## src/rtl/spi_reg_slave.sv

```systemverilog
module spi_reg_slave #(
  parameter int SYNC = 2
) (
  input  logic        clk,
  input  logic        rst_n,
  input  logic        sclk,
  input  logic        cs_n,
  input  logic        mosi,
  output logic        miso,
  output logic        be_start,
  output logic [1:0]  be_op,
  output logic [7:0]  be_addr,
  output logic [7:0]  be_wdata,
  input  logic        be_done,
  input  logic [7:0]  be_rdata,
  output logic [15:0] sp_a,
  output logic [15:0] sp_b,
  output logic [7:0]  sense_dly
);
  localparam logic [1:0] OP_RD = 2'd0, OP_WR = 2'd1, OP_UPD = 2'd2;
  localparam int FRAME = 16;
  localparam int HALF = FRAME / 2;

  logic [SYNC:0]   sclk_q;
  logic [SYNC-1:0] cs_q, mosi_q;
  logic [4:0] cnt;
  logic [6:0] rx;
  logic [7:0] hdr, tx, rd_val;
  logic [7:0] addr_r, data_r, spa_h, spa_l, spb_h, spb_l, dly_r;
  logic       busy;

  wire sel   = cs_q[SYNC-1];
  wire rise  = sclk_q[SYNC-1] & ~sclk_q[SYNC];
  wire fall  = ~sclk_q[SYNC-1] & sclk_q[SYNC];
  wire mbit  = mosi_q[SYNC-1];
  wire [7:0] nxt = {rx, mbit};
  wire wr_fire = ~sel & rise & (cnt == 5'(FRAME - 1)) & hdr[7];
  wire cmd_one = (nxt[2:0] == 3'b001) | (nxt[2:0] == 3'b010) | (nxt[2:0] == 3'b100);
  wire cmd_ok  = wr_fire & (hdr[6:0] == 7'd2) & cmd_one & ~busy;

  assign miso = sel ? busy : ((cnt >= 5'(HALF)) ? tx[7] : 1'b0);
  assign sense_dly = dly_r;

  always_comb begin
    case (nxt[6:0])
      7'd0:    rd_val = addr_r;
      7'd1:    rd_val = data_r;
      7'd3:    rd_val = spa_h;
      7'd4:    rd_val = spa_l;
      7'd5:    rd_val = spb_h;
      7'd6:    rd_val = spb_l;
      7'd7:    rd_val = dly_r;
      default: rd_val = 8'h00;
    endcase
  end

  always_ff @(posedge clk or negedge rst_n) begin
    if (!rst_n) begin
      sclk_q <= '0;
      cs_q   <= '1;
      mosi_q <= '0;
      cnt    <= '0;
      rx     <= '0;
      hdr    <= '0;
      tx     <= '0;
    end else begin
      sclk_q <= {sclk_q[SYNC-1:0], sclk};
      cs_q   <= {cs_q[SYNC-2:0], cs_n};
      mosi_q <= {mosi_q[SYNC-2:0], mosi};
      if (sel) begin
        cnt <= '0;
      end else if (rise && cnt != 5'(FRAME)) begin
        cnt <= cnt + 5'd1;
        rx  <= nxt[6:0];
        if (cnt == 5'(HALF - 1)) begin
          hdr <= nxt;
          tx  <= rd_val;
        end
      end else if (fall && cnt > 5'(HALF) && cnt < 5'(FRAME)) begin
        tx <= {tx[6:0], 1'b0};
      end
    end
  end

  always_ff @(posedge clk or negedge rst_n) begin
    if (!rst_n) begin
      addr_r <= '0; data_r <= '0; dly_r <= '0;
      spa_h <= '0; spa_l <= '0; spb_h <= '0; spb_l <= '0;
      busy <= 1'b0; be_start <= 1'b0; be_op <= OP_RD;
      be_addr <= '0; be_wdata <= '0; sp_a <= '0; sp_b <= '0;
    end else begin
      be_start <= 1'b0;
      if (wr_fire) begin
        case (hdr[6:0])
          7'd0: addr_r <= nxt;
          7'd1: data_r <= nxt;
          7'd3: spa_h  <= nxt;
          7'd4: spa_l  <= nxt;
          7'd5: spb_h  <= nxt;
          7'd6: spb_l  <= nxt;
          7'd7: dly_r  <= nxt;
          default: ;
        endcase
      end
      if (cmd_ok) begin
        busy     <= 1'b1;
        be_start <= 1'b1;
        be_addr  <= addr_r;
        be_wdata <= data_r;
        if (nxt[0])      be_op <= OP_RD;
        else if (nxt[1]) be_op <= OP_WR;
        else begin
          be_op <= OP_UPD;
          sp_a  <= {spa_h, spa_l};
          sp_b  <= {spb_h, spb_l};
        end
      end else if (busy && be_done) begin
        busy <= 1'b0;
        if (be_op == OP_RD) data_r <= be_rdata;
      end
    end
  end
endmodule

```

## config.mk

```make
export PLATFORM = sky130hd
export DESIGN_NAME = spi_reg_slave
export DESIGN_NICKNAME = d
export VERILOG_FILES = /design/src/rtl/spi_reg_slave.sv
export SDC_FILE = /design/constraint.sdc
export NUM_CORES = 1
export LEC_CHECK = 0
export CAP_MARGIN = 30
export CORE_MARGIN = 4
export CORE_UTILIZATION = 53
export DETAILED_ROUTE_END_ITERATION = 10
export HOLD_SLACK_MARGIN = 0.15
export PLACE_DENSITY = 0.76
export SYNTH_ARGS = -nofsm -noshare
export SYNTH_HDL_FRONTEND = slang
export SYNTH_SLANG_ARGS = --single-unit
```

## constraint.sdc

```tcl
create_clock -name clk -period 3.95 [get_ports clk]
set_clock_uncertainty 0.15 [all_clocks]
set_input_delay 0.79 -clock clk [delete_from_list [all_inputs] [get_ports clk]]
set_output_delay 0.79 -clock clk [all_outputs]
set_load 0.005 [all_outputs]
```

### Word-level counts from Yosys, hierarchy flattened

Cells that the tools add are included.
W data, S select, Z words.

* logic and storage cells: 99
* register bits after elaboration: 143
* output and inout bits: 60
* input port bits: 14

* equal/unequal tests: 20
* add/subtract/negate cells: 1
* order comparisons: 3
* bitwise operators: 16
* reductions and logical operators: 20
* muxes and demuxes: 18

Operators with widths (count)
* $mux W8: 8
* $eq A7 B3 Y1 const B: 8
* $pmux W8 S7: 1
* $eq A7 B2 Y1 const B: 3
* $eq A7 B1 Y1 const B: 2
* $logic_not A7 Y1: 2
* $reduce_and A2 Y1: 7
* $mux W5: 2
* $reduce_and A3 Y1: 3
* $and A1 B1 Y1: 8
* $not A1 Y1: 6
* $reduce_bool A2 Y1: 3
* $add A5 B1 Y5 const B: 1
* $eq A5 B3 Y1 const B: 1
* $eq A5 B4 Y1 const B: 1
* $ge A5 B4 Y1 const B: 1
* $gt A5 B4 Y1 const B: 1
* $lt A5 B5 Y1 const B: 1
* $mux W1: 5
* $ne A5 B5 Y1 const B: 1
* $logic_and A1 B1 Y1: 4
* $mux W2: 2
* $eq A3 B1 Y1 const B: 1
* $eq A3 B2 Y1 const B: 1
* other kinds (4): 5

### Logic depth before layout (Yosys ltp)

* depth in word-level cells: 9
* mapped depth: 9
* depth with buffers taken out: 7

### Worst setup path before layout

OpenSTA, ideal clock, no wires.

* path type: register to register
* start point: reg cnt[1]
* end point: reg sp_a[0]
* slack: 1.336 ns
* arrival: 2.339 ns
* stages on the path, launching flop included: 10
* buffers on the path: 2
* clock period less this slack: 2.614 ns
* required time: 3.675 ns
* library setup time: 0.125 ns
* path through: dfrtp_1 > ha_1 > and3_1 > ha_1 > nor2b_1 > nand4b_4 > or4_4 > buf_6 > buf_8 > mux2_4

* word-level cells in the longest chain between the ends: 7

Ends and longest elaborated chain
* from (decl): line 26 `logic [4:0] cnt;`
* from (signal assigned): line 73 `cnt <= cnt + 5'd1;`
* $eq A5 B4 Y1: line 37 `wire wr_fire = ~sel & rise & (cnt == 5'(FRAME - 1)) & hdr[7];`
* $and A1 B1 Y1 (2 in series): line 37
* $and A1 B1 Y1 (3 in series): line 39 `wire cmd_ok = wr_fire & (hdr[6:0] == 7'd2) & cmd_one & ~busy;`
* $reduce_and A3 Y1 (no line)
* to (signal assigned): line 114 `sp_a <= {spa_h, spa_l};`
* to (decl): line 16 `output logic [15:0] sp_a,`

No other way between the ends.
A chain may end at the register's enable or synchronous reset.

### Worst setup path in the final report

* start point: reg cnt[1]
* end point: reg spa_h[6]

* word-level cells in the longest chain between the ends: 4

Ends and longest elaborated chain
* $eq A5 B4 Y1: line 37
* $and A1 B1 Y1 (2 in series): line 37
* $reduce_and A2 Y1 (no line)
* to (signal assigned): line 97 `7'd3: spa_h <= nxt;`
* to (decl): line 29 `logic [7:0] addr_r, data_r, spa_h, spa_l, spb_h, spb_l, dly_r;`

No other way between the ends.

==> key figures <==
Placed design
  – Port bufs: 73
  – HPWL after DPL: 9.75 mm
  – Pre-CTS setup slack: 0.927 ns
  – Final GP Congestion: 0.838
  – Placed Cells: 650

CTS
  – Hold_buf cts: 0
  – Setup Fix Bufs, Post-CTS: 0
  – Number of CTS-inserted buffers: 17
  – Post-CTS Resized: 0
  – CTS tree: done
  – Clk Latency, worst-skew pair: 0.42 ns
  – Sink Count: 143
  – CTS max path bufs: 2
  – Clk slew on worst S/H paths: 0.06 ns
  – # H-tree levels: 4
  – Root Driver: clkbuf_16

STA
  – Period utilization: 77.1%
  – RSZ-0062 raised after global routing: false
  – Max-slew violations: 0
  – Actual slew at the worst max-slew pin: 0.937 ns
  – Final hold violation count: 0
  – Final-report setup violation count: 0
  – Maximum clock rate: 328 MHz
  – Total Neg Setup Slack: 0 ns
  – Setup ws final: 0.904 ns
  – Slew HR: 37.3%
  – Tmin final: 3.05 ns

Yosys
  – Area share of the largest cell type after synthesis: 55.2%
  – Synth area leaders: dfrtp_1, mux2_2, mux2_4
  – Number of enable flip-flop cells after synthesis: 0
  – FFs w/ async S/R, synth: 100%
  – Post-Synthesis Cells: 457
  – Yosys reg bits: 143
  – Mean Syn Cell Area: 14.0 um2
  – Syn Nets: 474
  – Top FF cell, synth: dfrtp_1
  – Syn Std Cell Area: 6390 um2
  – Synth cell types: 56
  – Seq/Total Area, Yosys: 56.1%
  – Synthesis Warnings: 0
  – Yosys top cell by area: dfrtp_1

Drt
  – DR WL met2: 6.79 mm
  – Vias/cell: 6.11
  – Initial DRC Count: 301
  – # DRC: 0
  – Met3 wire len: 876 um
  – M1 wire length: 6.58 mm
  – Highest routed layer: met4
  – Post-Route WL: 14.6 mm
  – Vias: 4160
  – Drt wl/cell: 21.4 um
  – Pre-antenna DRT Iters: 5
  – Post-route ant nets: 0

Layout
  – Fraction of layout instances using a drive strength above 1: 32.9%
  – Commonest non-fill, non-tap cell in the layout: dfrtp_1
  – N_diodes: 0
  – Most frequent cells in the layout: dfrtp_1, mux2_2, clkdlybuf4s50_1
  – Area delta synth->final: 21.3%
  – Fin util: 66.7%
  – Layout net count: 543
  – Post-Layout Cell Count: 681

Global route
  – Global-route wire length before repair: 23.8 mm
  – Initial antenna violation count: 0
  – Largest net degree at the start of global routing: 103
  – Congestion Overflow GR: 0
  – GRT Total Usage: 22.0%
  – Vias in the first global route: 4237

Min path
  – Hold Crit Class: flip-flop to flip-flop
  – HP Start: sclk_q[0]

Setup path
  – Critical path data arrival time: 3.20 ns
  – Worst-path fanout max: 11
  – Worst path slowest cell: nor2_1
  – WP buf/inv: 0
  – Critical path cell sequence: ha_1 -> and3_1 -> ha_1 -> nor2b_1 -> nand4_1 -> nor2_1 -> mux2_2
  – Required @ worst endpoint: 4.10 ns
  – CP delay by family, top: simple AND/OR/NAND/NOR gates
  – CP startpoint: cnt[1]
  – Worst Setup End Kind: flip-flop
  – Worst Path Class, Setup: flip-flop to flip-flop
  – Slowest stage delay, CP: 0.69 ns
  – Setup slack, reg-to-reg: 0.90 ns
  – Worst r2r src: cnt[1]
  – Top cell by count, worst path: ha_1
  – Crit start category: flip-flop

Floorplan
  – Die area: 13900 um2
  – # IOs: 74
  – Core area: 11600 um2
  – Starting Density: 55.0%
  – Die Ht: 118 um
  – Width of the die: 118 um
  – Row count: 39

Power
  – Leakage: 0.00366 uW
  – Power density cells: 468 nW/um2
  – Peak VDD IR: 0.362 mV

Status
  – Outcome: finished, final reports clean

Run
  – Max Cap Violations: 0
[synth_stat cells, types with 2 or more instances]
| master | count |
|---|---|
| buf_2 | 2 |
| buf_8 | 3 |
| dfstp_2 | 2 |
| ha_1 | 3 |
| nor2_1 | 29 |
| a22o_1 | 7 |
| mux2_4 | 30 |
| nor3_1 | 6 |
| buf_6 | 4 |
| nand2_1 | 7 |
| or3b_2 | 2 |
| nor3_2 | 2 |
| a221oi_1 | 7 |
| nor2b_1 | 2 |
| a221o_1 | 7 |
| inv_1 | 8 |
| dfrtp_1 | 141 |
| or4_1 | 2 |
| a31oi_1 | 8 |
| o21ai_0 | 16 |
| mux2i_1 | 4 |
| xor2_1 | 3 |
| mux2_2 | 86 |
| a21oi_1 | 2 |
| or2_2 | 2 |
| nand4_1 | 11 |
| nand3_1 | 8 |
| mux4_2 | 6 |
| clkbuf_1 | 19 |
| nand4bb_1 | 2 |
[per-stage QoR]
step | cell area [um2] | total power, uW | hold slack [ns]
floorplan | 6390 | 1910 | 0.181
global placement | 7170 | 2060 | 0.186
detailed placement | 7170 | 2080 | 0.188
CTS | 7750 | 3640 | 0.204
global route | 7750 | 3760 | 0.211
finish | 7750 | 3630 | 0.203
[cell type report]
type	instances	area, um2
inverters	9	33.8
multi-input cells	275	2590
fillers	857	3870
clock buffers	18	439
well taps	143	179
clock inverters	13	140
repair buffers	80	785
flip-flops and latches	143	3580
[flip-flops by register name, summed over array words and instances (netlist names), 2 cells and up]
| signal | cells |
|---|---|
| sp_a | 16 |
| sp_b | 16 |
| addr_r | 8 |
| be_addr | 8 |
| be_wdata | 8 |
| data_r | 8 |
| hdr | 8 |
| sense_dly | 8 |
| spa_h | 8 |
| spa_l | 8 |
| spb_h | 8 |
| spb_l | 8 |
| tx | 8 |
| rx | 7 |
| cnt | 5 |
| sclk_q | 3 |
| be_op | 2 |
| cs_q | 2 |
| mosi_q | 2 |
[cell families (layout without fill, tap and decap cells)]
kind of cell / Yosys count / after routing / synth area share [%]
buf+inv: 39 / 120 / 3.41
compound gates: 57 / 57 / 6.52
xor+xnor: 4 / 4 / 0.549
simple gates: 85 / 85 / 7.91
flops: 143 / 143 / 56.1
mux: 126 / 126 / 25.0
fa+ha+maj: 3 / 3 / 0.588
[power breakdown]
group | switching (uW) | internal (uW)
registers | 173 | 1550
clock network | 621 | 943
logic | 175 | 169
total | 969 | 2660
[metal layers]
metal,track usage [%],vias up
met5,0,-
met4,7.84,0
met3,6.01,23
met2,32.9,152
met1,31.2,2152
li1,-,1833
[path summary, 6_finish.rpt]
check / depth (start not counted) / end
worst max-delay path: 7 / spa_h[6]
worst min-delay path: 0 / sclk_q[1]
min in group asynchronous: 1 / be_wdata[6]
max in group asynchronous: 2 / spa_h[2]
worst min register to register: 0 / sclk_q[1]
worst max register to register: 7 / spa_h[6]
(Power assumes the default switching activity.)
